`config.mk`:
```
export PLATFORM = sky130hd
export DESIGN_NAME = clkout_pin_mux
export DESIGN_NICKNAME = d
export VERILOG_FILES = /design/src/rtl/clkout_pkg.sv /design/src/rtl/clkout_ctrl_reg.sv /design/src/rtl/clkout_divider.sv /design/src/rtl/clkout_switch.sv /design/src/rtl/clkout_pin_mux.sv
export SDC_FILE = /design/constraint.sdc
export NUM_CORES = 1
export LEC_CHECK = 0
export ABC_CLOCK_PERIOD_IN_PS = 2130
export CAP_MARGIN = 10
export CELL_PAD_IN_SITES_DETAIL_PLACEMENT = 0
export CELL_PAD_IN_SITES_GLOBAL_PLACEMENT = 1
export CORE_AREA = 2 2 39 41
export CTS_CLUSTER_SIZE = 10
export DETAILED_ROUTE_END_ITERATION = 10
export DIE_AREA = 0 0 41 43
export HOLD_SLACK_MARGIN = 0.1
export PLACE_DENSITY = 0.67
export REMOVE_ABC_BUFFERS = 1
export SLEW_MARGIN = 30
export SYNTH_ARGS = -nofsm -noshare
export SYNTH_HDL_FRONTEND = slang
export SYNTH_SLANG_ARGS = --single-unit
```
`constraint.sdc`:
```
create_clock -name clk_osc -period 2.13 [get_ports clk_osc]
set_input_delay 0.3195 -clock clk_osc [delete_from_list [all_inputs] [get_ports clk_osc]]
set_output_delay 0.3195 -clock clk_osc [all_outputs]
set_load 0.005 [all_outputs]
```
`src/rtl/clkout_pkg.sv`:
```
`timescale 1ns/1ps
package clkout_pkg;
  localparam int CTRL_W  = 8;
  localparam int SEL_LSB = 0;
  localparam int SEL_W   = 2;
  localparam int DIV_W   = 2;

  typedef enum logic [SEL_W-1:0] {
    PIN_GPIO    = 2'b00,
    PIN_OSC     = 2'b01,
    PIN_HALF    = 2'b10,
    PIN_QUARTER = 2'b11
  } pin_mode_e;

  // Level a source holds through the oscillator low phase that follows a falling edge.
  function automatic logic low_phase_level(pin_mode_e m, logic [DIV_W-1:0] cnt, logic gpio);
    logic lvl;
    unique case (m)
      PIN_GPIO: lvl = gpio;
      PIN_OSC:  lvl = 1'b0;
      PIN_HALF: lvl = cnt[0];
      default:  lvl = cnt[DIV_W-1];
    endcase
    return lvl;
  endfunction

  // A handoff is safe when both sources stay low for the coming low phase.
  function automatic logic handoff_ok(pin_mode_e cur, pin_mode_e nxt,
                                      logic [DIV_W-1:0] cnt, logic gpio);
    return (cur != nxt) && !low_phase_level(cur, cnt, gpio) && !low_phase_level(nxt, cnt, gpio);
  endfunction
endpackage

```
`src/rtl/clkout_ctrl_reg.sv`:
```
`timescale 1ns/1ps
module clkout_ctrl_reg
  import clkout_pkg::*;
#(
  parameter int DATA_W = CTRL_W
) (
  input  logic              clk_osc,
  input  logic              rst_n,
  input  logic              wr_en,
  input  logic [DATA_W-1:0] wr_data,
  output pin_mode_e         sel_q
);
  logic [SEL_W-1:0] sel_field;
  logic             unused_upper;

  assign sel_field    = wr_data[SEL_LSB +: SEL_W];
  assign unused_upper = ^wr_data;

  always_ff @(posedge clk_osc or negedge rst_n) begin
    if (!rst_n)     sel_q <= PIN_GPIO;
    else if (wr_en) sel_q <= pin_mode_e'(sel_field);
  end

  AST_SEL_LOAD: assert property (@(posedge clk_osc) disable iff (!rst_n)
    wr_en |=> (sel_q == pin_mode_e'($past(wr_data[SEL_LSB +: SEL_W]))));
  AST_SEL_HOLD: assert property (@(posedge clk_osc) disable iff (!rst_n)
    !wr_en |=> $stable(sel_q));
endmodule

```
`src/rtl/clkout_divider.sv`:
```
`timescale 1ns/1ps
module clkout_divider
  import clkout_pkg::*;
#(
  parameter int CW = DIV_W
) (
  input  logic          clk_osc,
  input  logic          rst_n,
  output logic [CW-1:0] cnt_q
);
  always_ff @(posedge clk_osc or negedge rst_n) begin
    if (!rst_n) cnt_q <= '0;
    else        cnt_q <= cnt_q + 1'b1;
  end

  AST_HALF_TOGGLE: assert property (@(posedge clk_osc) disable iff (!rst_n)
    $past(rst_n) |-> (cnt_q[0] != $past(cnt_q[0])));
  AST_QUARTER_TOGGLE: assert property (@(posedge clk_osc) disable iff (!rst_n)
    $past(rst_n) |-> ((cnt_q[1] != $past(cnt_q[1])) == $past(cnt_q[0])));
endmodule

```
`src/rtl/clkout_switch.sv`:
```
`timescale 1ns/1ps
module clkout_switch
  import clkout_pkg::*;
(
  input  logic             clk_osc,
  input  logic             rst_n,
  input  pin_mode_e        req_mode,
  input  logic [DIV_W-1:0] cnt,
  input  logic             gpio,
  output pin_mode_e        act_mode,
  output logic             pad
);
  logic take_new;

  assign take_new = handoff_ok(act_mode, req_mode, cnt, gpio);

  // Falling-edge handoff: the low phase that follows is quiet on both sources.
  always_ff @(negedge clk_osc or negedge rst_n) begin
    if (!rst_n)        act_mode <= PIN_GPIO;
    else if (take_new) act_mode <= req_mode;
  end

  always_comb begin
    unique case (act_mode)
      PIN_GPIO: pad = gpio;
      PIN_OSC:  pad = clk_osc;
      PIN_HALF: pad = cnt[0];
      default:  pad = cnt[DIV_W-1];
    endcase
  end

  AST_MODE_TARGET: assert property (@(negedge clk_osc) disable iff (!rst_n)
    (act_mode != $past(act_mode)) |-> (act_mode == $past(req_mode)));
endmodule

```
`src/rtl/clkout_pin_mux.sv`:
```
`timescale 1ns/1ps
module clkout_pin_mux
  import clkout_pkg::*;
(
  input  logic              clk_osc,
  input  logic              rst_n,
  input  logic              ctrl_wr,
  input  logic [CTRL_W-1:0] ctrl_wdata,
  input  logic              gpio_dout,
  output logic              pad_out
);
  pin_mode_e        sel_mode;
  pin_mode_e        live_mode;
  logic [DIV_W-1:0] div_cnt;

  clkout_ctrl_reg #(.DATA_W(CTRL_W)) u_reg (
    .clk_osc (clk_osc),
    .rst_n   (rst_n),
    .wr_en   (ctrl_wr),
    .wr_data (ctrl_wdata),
    .sel_q   (sel_mode)
  );

  clkout_divider #(.CW(DIV_W)) u_div (
    .clk_osc (clk_osc),
    .rst_n   (rst_n),
    .cnt_q   (div_cnt)
  );

  clkout_switch u_sw (
    .clk_osc  (clk_osc),
    .rst_n    (rst_n),
    .req_mode (sel_mode),
    .cnt      (div_cnt),
    .gpio     (gpio_dout),
    .act_mode (live_mode),
    .pad      (pad_out)
  );

  AST_RESET_GPIO: assert property (@(posedge clk_osc)
    !rst_n |-> (live_mode == PIN_GPIO));
endmodule

```
==> results.yml, run 1 <==
run_status:
  status: "complete, but fails checks"
  violations: "setup timing"
timing:
  relSlewSlack: 0.804
  setup_viol: 3
  hold_viol_final: 0
  rsz0062_at_grt: "yes"
  worst_slack_ns: -0.709
  worst_slew_pin_slew_ns: 0.295
  timing.hold.ws_ns: 0.211
  worst_clock_skew_ns: 0.0230
  maxSlewViolCount: 0
floorplanning:
  std_cell_rows: 14
  die_w_microns: 41
  die-area_sq_mm: 0.00176
  die_h_microns: 43
  initial_utilization: 0.213
  ioPinCount: 13
  core_area_sq_mm: 0.00138
route:
  wl_per_cell_microns: 11.5
  vias: 296
  detail-route-antenna-nets: 0
  viasPerCell: 4.42
  drt_iter0_markers: 7
  wirelength_microns: 769
  first_pass_iters: 4
  drc: 0
clock_tree:
  clk_latency_ns: 0.37
  cts_tree: "yes"
  path_clk_slew_ns: 0.04
  cts_hold_repair.buffers: 0
cells_and_area:
  final_nets: 65
  fillers: 140
  final_util: 0.389
  multi_input_area_sq_um: 149
  antenna_cells: 0
  ff_latch_area_sq_um: 150
  final_cells: 67
  syn_to_final_growth_pct: 82.2
  drive_gt1_frac: 0.529
synthesis:
  avgSynthCellArea_sq_um: 11.4
  synth_seq_area_share: 0.508
  ys_types: 16
  yosysWarnings: 0
  ys_ff_latch: 6
  syn_area_sq_um: 295
  syn_inst: 26
setup_path:
  endpoint_kind: "output pin"
  start_kind: "flop"
  path_cells: "mux2_4 -> buf_6 -> nor2_2 -> a21oi_1 -> buf_2"
  cp.required_ns: 1.81
  crit_fanout: 2
  worstPathArrival_ns: 2.52
  cp_slowest_cell: "dfrtn_1"
  critPathKind: "flop to output pin"
  max_stage_delay_ns: 0.42
grt:
  grt_use_total: 0.141
  antenna_found_initial: 0
  grt_pass1_wl_mm: 1.42
  grt_start_max_net_pins: 7
  overflow: 0
  grt_pass1_vias: 358
flow_run:
  maxCapViolations: 0
pwr:
  p_leak_uw: 0.000263
  ir_drop_uv: 330
  powerDensity_mw_per_mm2: 927
placed_design:
  pre_cts_slack_ns: -0.837
  post-dp-hpwl_microns: 545
  io_buffers: 6
  placedCellCount: 57
  gp_congestion: 0.683
hold_path:
  hold_class: "primary input to async pin"
final timing paths:
kind	from	slack (ns)	cells after the start	endpoint
max	u_sw.act_mode[1]	-0.71	5	pad_out
min	rst_n	0.21	1	u_div.cnt_q[0]
max reg2reg	u_div.cnt_q[0]	-0.44	3	u_sw.act_mode[1]
min reg2reg	u_sw.act_mode[1]	0.60	2	u_sw.act_mode[1]
max in group asynchronous	rst_n	0.74	1	u_sw.act_mode[0]
min in group clk_osc	ctrl_wdata[0]	0.54	3	u_reg.sel_q[0]
routing by layer:
metal / track usage / wire, microns / vias to the layer above
met1: 0.108 / 287 / 137
li1: - / - / 144
met5: 0 / 0 / -
met3: 0.120 / 73 / 3
met2: 0.181 / 383 / 12
met4: 0.173 / 24 / 0
area by class of cell:
class,instances,share of cell area
multi-input cells,17,0.277
flip-flops and latches,6,0.279
well taps,16,0.0372
inverters,3,0.0209
repair buffers,18,0.293
clock buffers,7,0.0930
metrics by stage:
stage | setup TNS, ns | cell area (sq um) | total power [uW]
2_1_floorplan | -0.580 | 295 | 214
4_1_cts | -1.42 | 527 | 501
6_report | -1.47 | 538 | 499
3_3_place_gp | -1.95 | 443 | 286
5_1_grt | -1.66 | 538 | 544
3_5_place_dp | -2.13 | 443 | 294
state kept, by name, summed over array words and instances (netlist names):
| register | count |
|---|---|
| u_reg.sel_q | 2 |
| u_sw.act_mode | 2 |
| u_div.cnt_q | 2 |
cell usage in the layout, fill, tap and decap left out, types with 2 or more instances in the layout:
| master | Yosys | routed |
|---|---|---|
| buf_4 | 0 | 10 |
| clkbuf_4 | 0 | 6 |
| clkdlybuf4s50_1 | 0 | 4 |
| dfrtp_1 | 4 | 4 |
| inv_1 | 3 | 3 |
| buf_6 | 0 | 3 |
| mux2_2 | 2 | 2 |
| nand2_1 | 2 | 2 |
| nor2_1 | 3 | 2 |
| dfrtn_1 | 2 | 2 |
synth_stat cells:
master | n | area (sq um)
a222oi_1 | 1 | 10.0
a221oi_1 | 1 | 8.76
mux2_4 | 1 | 15.0
o21ai_0 | 1 | 5.00
a22o_2 | 1 | 10.0
dfrtn_1 | 2 | 50.1
xor2_1 | 1 | 8.76
a21oi_1 | 1 | 5.00
nor2_1 | 3 | 11.3
nand2_1 | 2 | 7.51
a21o_2 | 1 | 8.76
mux2i_1 | 1 | 10.0
inv_1 | 3 | 11.3
dfrtp_1 | 4 | 100
mux2_1 | 1 | 11.3
mux2_2 | 2 | 22.5
repair_timing:
item	in CTS	in global routing
endpoints found under the setup margin	3	3
resized for setup	10	1
setup buffers	4	1
pin swaps	3	1
critical path, delay by kind of cell (launching register included):
family | cells | cell delay, ns
buffers and inverters | 2 | 0.24
DFF | 1 | 0.42
muxes | 1 | 0.32
AOI/OAI and AO/OA | 1 | 0.04
and+or+nand+nor | 1 | 0.06
cells by family after synthesis:
group,Yosys count,synth area share
AOI/OAI and AO/OA,6,0.161
xor gates and xnor gates,1,0.0297
buffers and inverters,3,0.0381
DFF,6,0.508
muxes,5,0.199
and+or+nand+nor,5,0.0636
power breakdown:
group	switching [uW]	internal (uW)	total (uW)
clock network	63.2	141	204
logic	51.7	98.1	150
registers	13.0	132	145
Power figures use the tool's default switching activity.
==> inputs of run 2 (changes only) <==
--- a/config.mk
+++ b/config.mk
@@ -5,16 +5,16 @@
 export SDC_FILE = /design/constraint.sdc
 export NUM_CORES = 1
 export LEC_CHECK = 0
+export ABC_AREA = 1
 export ABC_CLOCK_PERIOD_IN_PS = 2130
 export CAP_MARGIN = 10
 export CELL_PAD_IN_SITES_DETAIL_PLACEMENT = 0
 export CELL_PAD_IN_SITES_GLOBAL_PLACEMENT = 1
-export CORE_AREA = 2 2 39 41
+export CORE_UTILIZATION = 25
 export CTS_CLUSTER_SIZE = 10
 export DETAILED_ROUTE_END_ITERATION = 10
-export DIE_AREA = 0 0 41 43
 export HOLD_SLACK_MARGIN = 0.1
-export PLACE_DENSITY = 0.67
+export PLACE_DENSITY = 0.73
 export REMOVE_ABC_BUFFERS = 1
 export SLEW_MARGIN = 30
 export SYNTH_ARGS = -nofsm -noshare
==> run 2 against run 1 <==
  * The run still ends with setup timing left
  * Setup slack better by 0.16 ns
  * First-iteration DRC count up 14%
  * Combinational power up 60%
  * Register-to-register slack better by 0.29 ns
  * Global-route usage up 3.9 points
  * Area after synthesis up 19%
  * Utilization up 3.2 points
  * Worst hold slack worse by 0.020 ns
  * Cell count up 19%
  * Non-clock buffer count down 6
  * Design area up 1.9%
  * Critical endpoint unchanged
  * Highest routed layer unchanged
==> results.yml, run 2 <==
run_status:
  status: "complete, but fails checks"
  violations: "setup timing"
cells_and_area:
  fin_area_sq_um: 548
  syn_to_final_growth_pct: 56.4
  largest_registers: "u_div.cnt_q: 2 flops, u_reg.sel_q: 2 flops, u_sw.act_mode: 2 flops"
  final_cell_mix: "nand2_1 (19), clkbuf_4 (6), buf_4 (6)"
  ff_latch_area_sq_um: 150
  final_common_cell: "nand2_1"
  final_cells: 80
  fillers: 141
  multi_input_area_sq_um: 200
  drive_gt1_frac: 0.415
  antenna_cells: 0
  final_nets: 79
placed_design:
  placed_cell_area_sq_um: 459
  io_buffers: 6
  post-dp-hpwl_microns: 510
  placedCellCount: 71
  gp_congestion: 0.787
clock_tree:
  path_clk_slew_ns: 0.05
  cts_tree: "yes"
  clk_latency_ns: 0.38
grt:
  met1_usage: 0.143
  grt_use_total: 0.181
  grt_pass1_vias: 366
  grt_pass1_wl_mm: 1.46
  grt_start_max_net_pins: 7
  top_usage_layer: "met4"
  grt_use_met3: 0.159
  use_met2: 0.221
  antenna_found_initial: 0
  overflow: 0
pwr:
  powerDensity_mw_per_mm2: 1170
  ir_drop_uv: 576
  p_leak_uw: 0.000288
timing:
  worst_slew_pin_slew_ns: 0.266
  worst_slack_ns: -0.551
  hold_viol_final: 0
  setup_viol: 3
  maxSlewViolCount: 0
  rsz0062_at_grt: "yes"
  relSlewSlack: 0.822
  worst_clock_skew_ns: 0.0290
synthesis:
  yosysTopAreaCellShare: 0.286
  syn_inst: 46
  synth.cells.most_frequent: "nand2_1 (20), inv_1 (5), dfrtp_1 (4)"
  synth-edff-count: 0
  avgSynthCellArea_sq_um: 7.62
  ys_top_cells_by_area: "dfrtp_1 (29%), nand2_1 (21%), dfrtn_1 (14%), nand2_4 (6.4%), nand3_2 (5.7%)"
  syn_area_sq_um: 350
  yosysWarnings: 0
  async_flop_share: 1.00
  synth_seq_area_share: 0.429
  ys_types: 14
  synth_top_area_cell: "dfrtp_1"
  yosysMostFrequentCell: "nand2_1"
  ys_ff_latch: 6
  ys.flop_type: "dfrtp_1"
floorplanning:
  initial_utilization: 0.269
  die_w_microns: 39.4
  ioPinCount: 13
  die-area_sq_mm: 0.00156
  std_cell_rows: 13
  core_area_sq_mm: 0.00130
  die_h_microns: 39.4
route:
  vias: 355
  viasPerCell: 4.44
  drt_iter0_markers: 8
  detail-route-antenna-nets: 0
  drc: 0
  first_pass_iters: 4
  wirelength_microns: 824
  wl_per_cell_microns: 10.3
setup_path:
  reg2reg_to: "u_sw.act_mode[0]"
  start_kind: "flop"
  critPathKind: "flop to output pin"
  worstPathArrival_ns: 2.36
  endpoint_kind: "output pin"
  crit_fanout: 4
  cp.required_ns: 1.81
  rr_worst_depth: 8
  r2r-start: "u_div.cnt_q[0]"
  r2r_slack_ns: -0.15
hold_path:
  hold_class: "primary input to async pin"
flow_run:
  maxCapViolations: 0
## run 2: how the worst max path moves through the flow
stage                     depth (start not counted)  slack, ns             start  endpoint
final                                             5      -0.55  u_sw.act_mode[1]   pad_out
after detailed placement                          5      -0.51  u_sw.act_mode[1]   pad_out
after CTS                                         5      -0.53  u_sw.act_mode[1]   pad_out
after floorplan                                   4      -0.06  u_sw.act_mode[1]   pad_out
after global routing                              5      -0.59  u_sw.act_mode[1]   pad_out
after global placement                            5      -0.50  u_sw.act_mode[1]   pad_out
## run 2: area by class of cell
type / count / share of cell area
Clock buffer: 7 / 0.0913
Inverter: 6 / 0.0411
Multi-Input combinational cell: 34 / 0.365
Sequential cell: 6 / 0.274
Tap cell: 15 / 0.0342
Timing Repair Buffer: 12 / 0.194
## run 2: what timing repair did
action / 4_1_cts / 5_1_grt
endpoints found under the setup margin: 1 / 3
resized for setup: 12 / 2
hold buffers: 0 / 0
buffers inserted: 2 / 1
pin swaps: 1 / 2
## run 2: cells by family after synthesis
| logic type | synth area share |
|---|---|
| compound gates | 0.0857 |
| xor+xnor | 0.0250 |
| buf+inv | 0.0643 |
| flops | 0.429 |
| simple gates | 0.396 |
## run 2: critical path, stage by stage (launching register included)
cell,delay (ns)
dfrtn_1,0.49
buf_6,0.14
nand2_4,0.05
nor2_4,0.09
a21oi_2,0.03
buf_2,0.12
## run 2: power breakdown
part	internal [uW]	total, uW	switching, uW	leakage, uW
Combinational	122	240	118	0.000181
Sequential	137	169	32.4	0.0000733
Clock	148	232	84.6	0.0000343
Total	406	641	235	0.000288
## run 2: stage by stage
| step | setup WS [ns] | power [uW] | utilization | setup TNS [ns] | hold slack, ns |
|---|---|---|---|---|---|
| 4_1_cts | -0.531 | 633 | 0.415 | -0.616 | 0.202 |
| 3_5_place_dp | -0.512 | 375 | 0.353 | -1.14 | 0.460 |
| 3_3_place_gp | -0.499 | 377 | 0.353 | -1.12 | 0.456 |
| 5_1_grt | -0.592 | 686 | 0.421 | -1.05 | 0.206 |
| 6_report | -0.551 | 641 | 0.421 | -0.842 | 0.191 |
| 2_1_floorplan | -0.0642 | 287 | - | -0.0642 | 0.0239 |
## run 2: metal layers
metal / part of all wire / vias up
met4: 0.052 / 0
met1: 0.41 / 149
li1: - / 184
met2: 0.45 / 16
met3: 0.090 / 6
met5: 0 / -
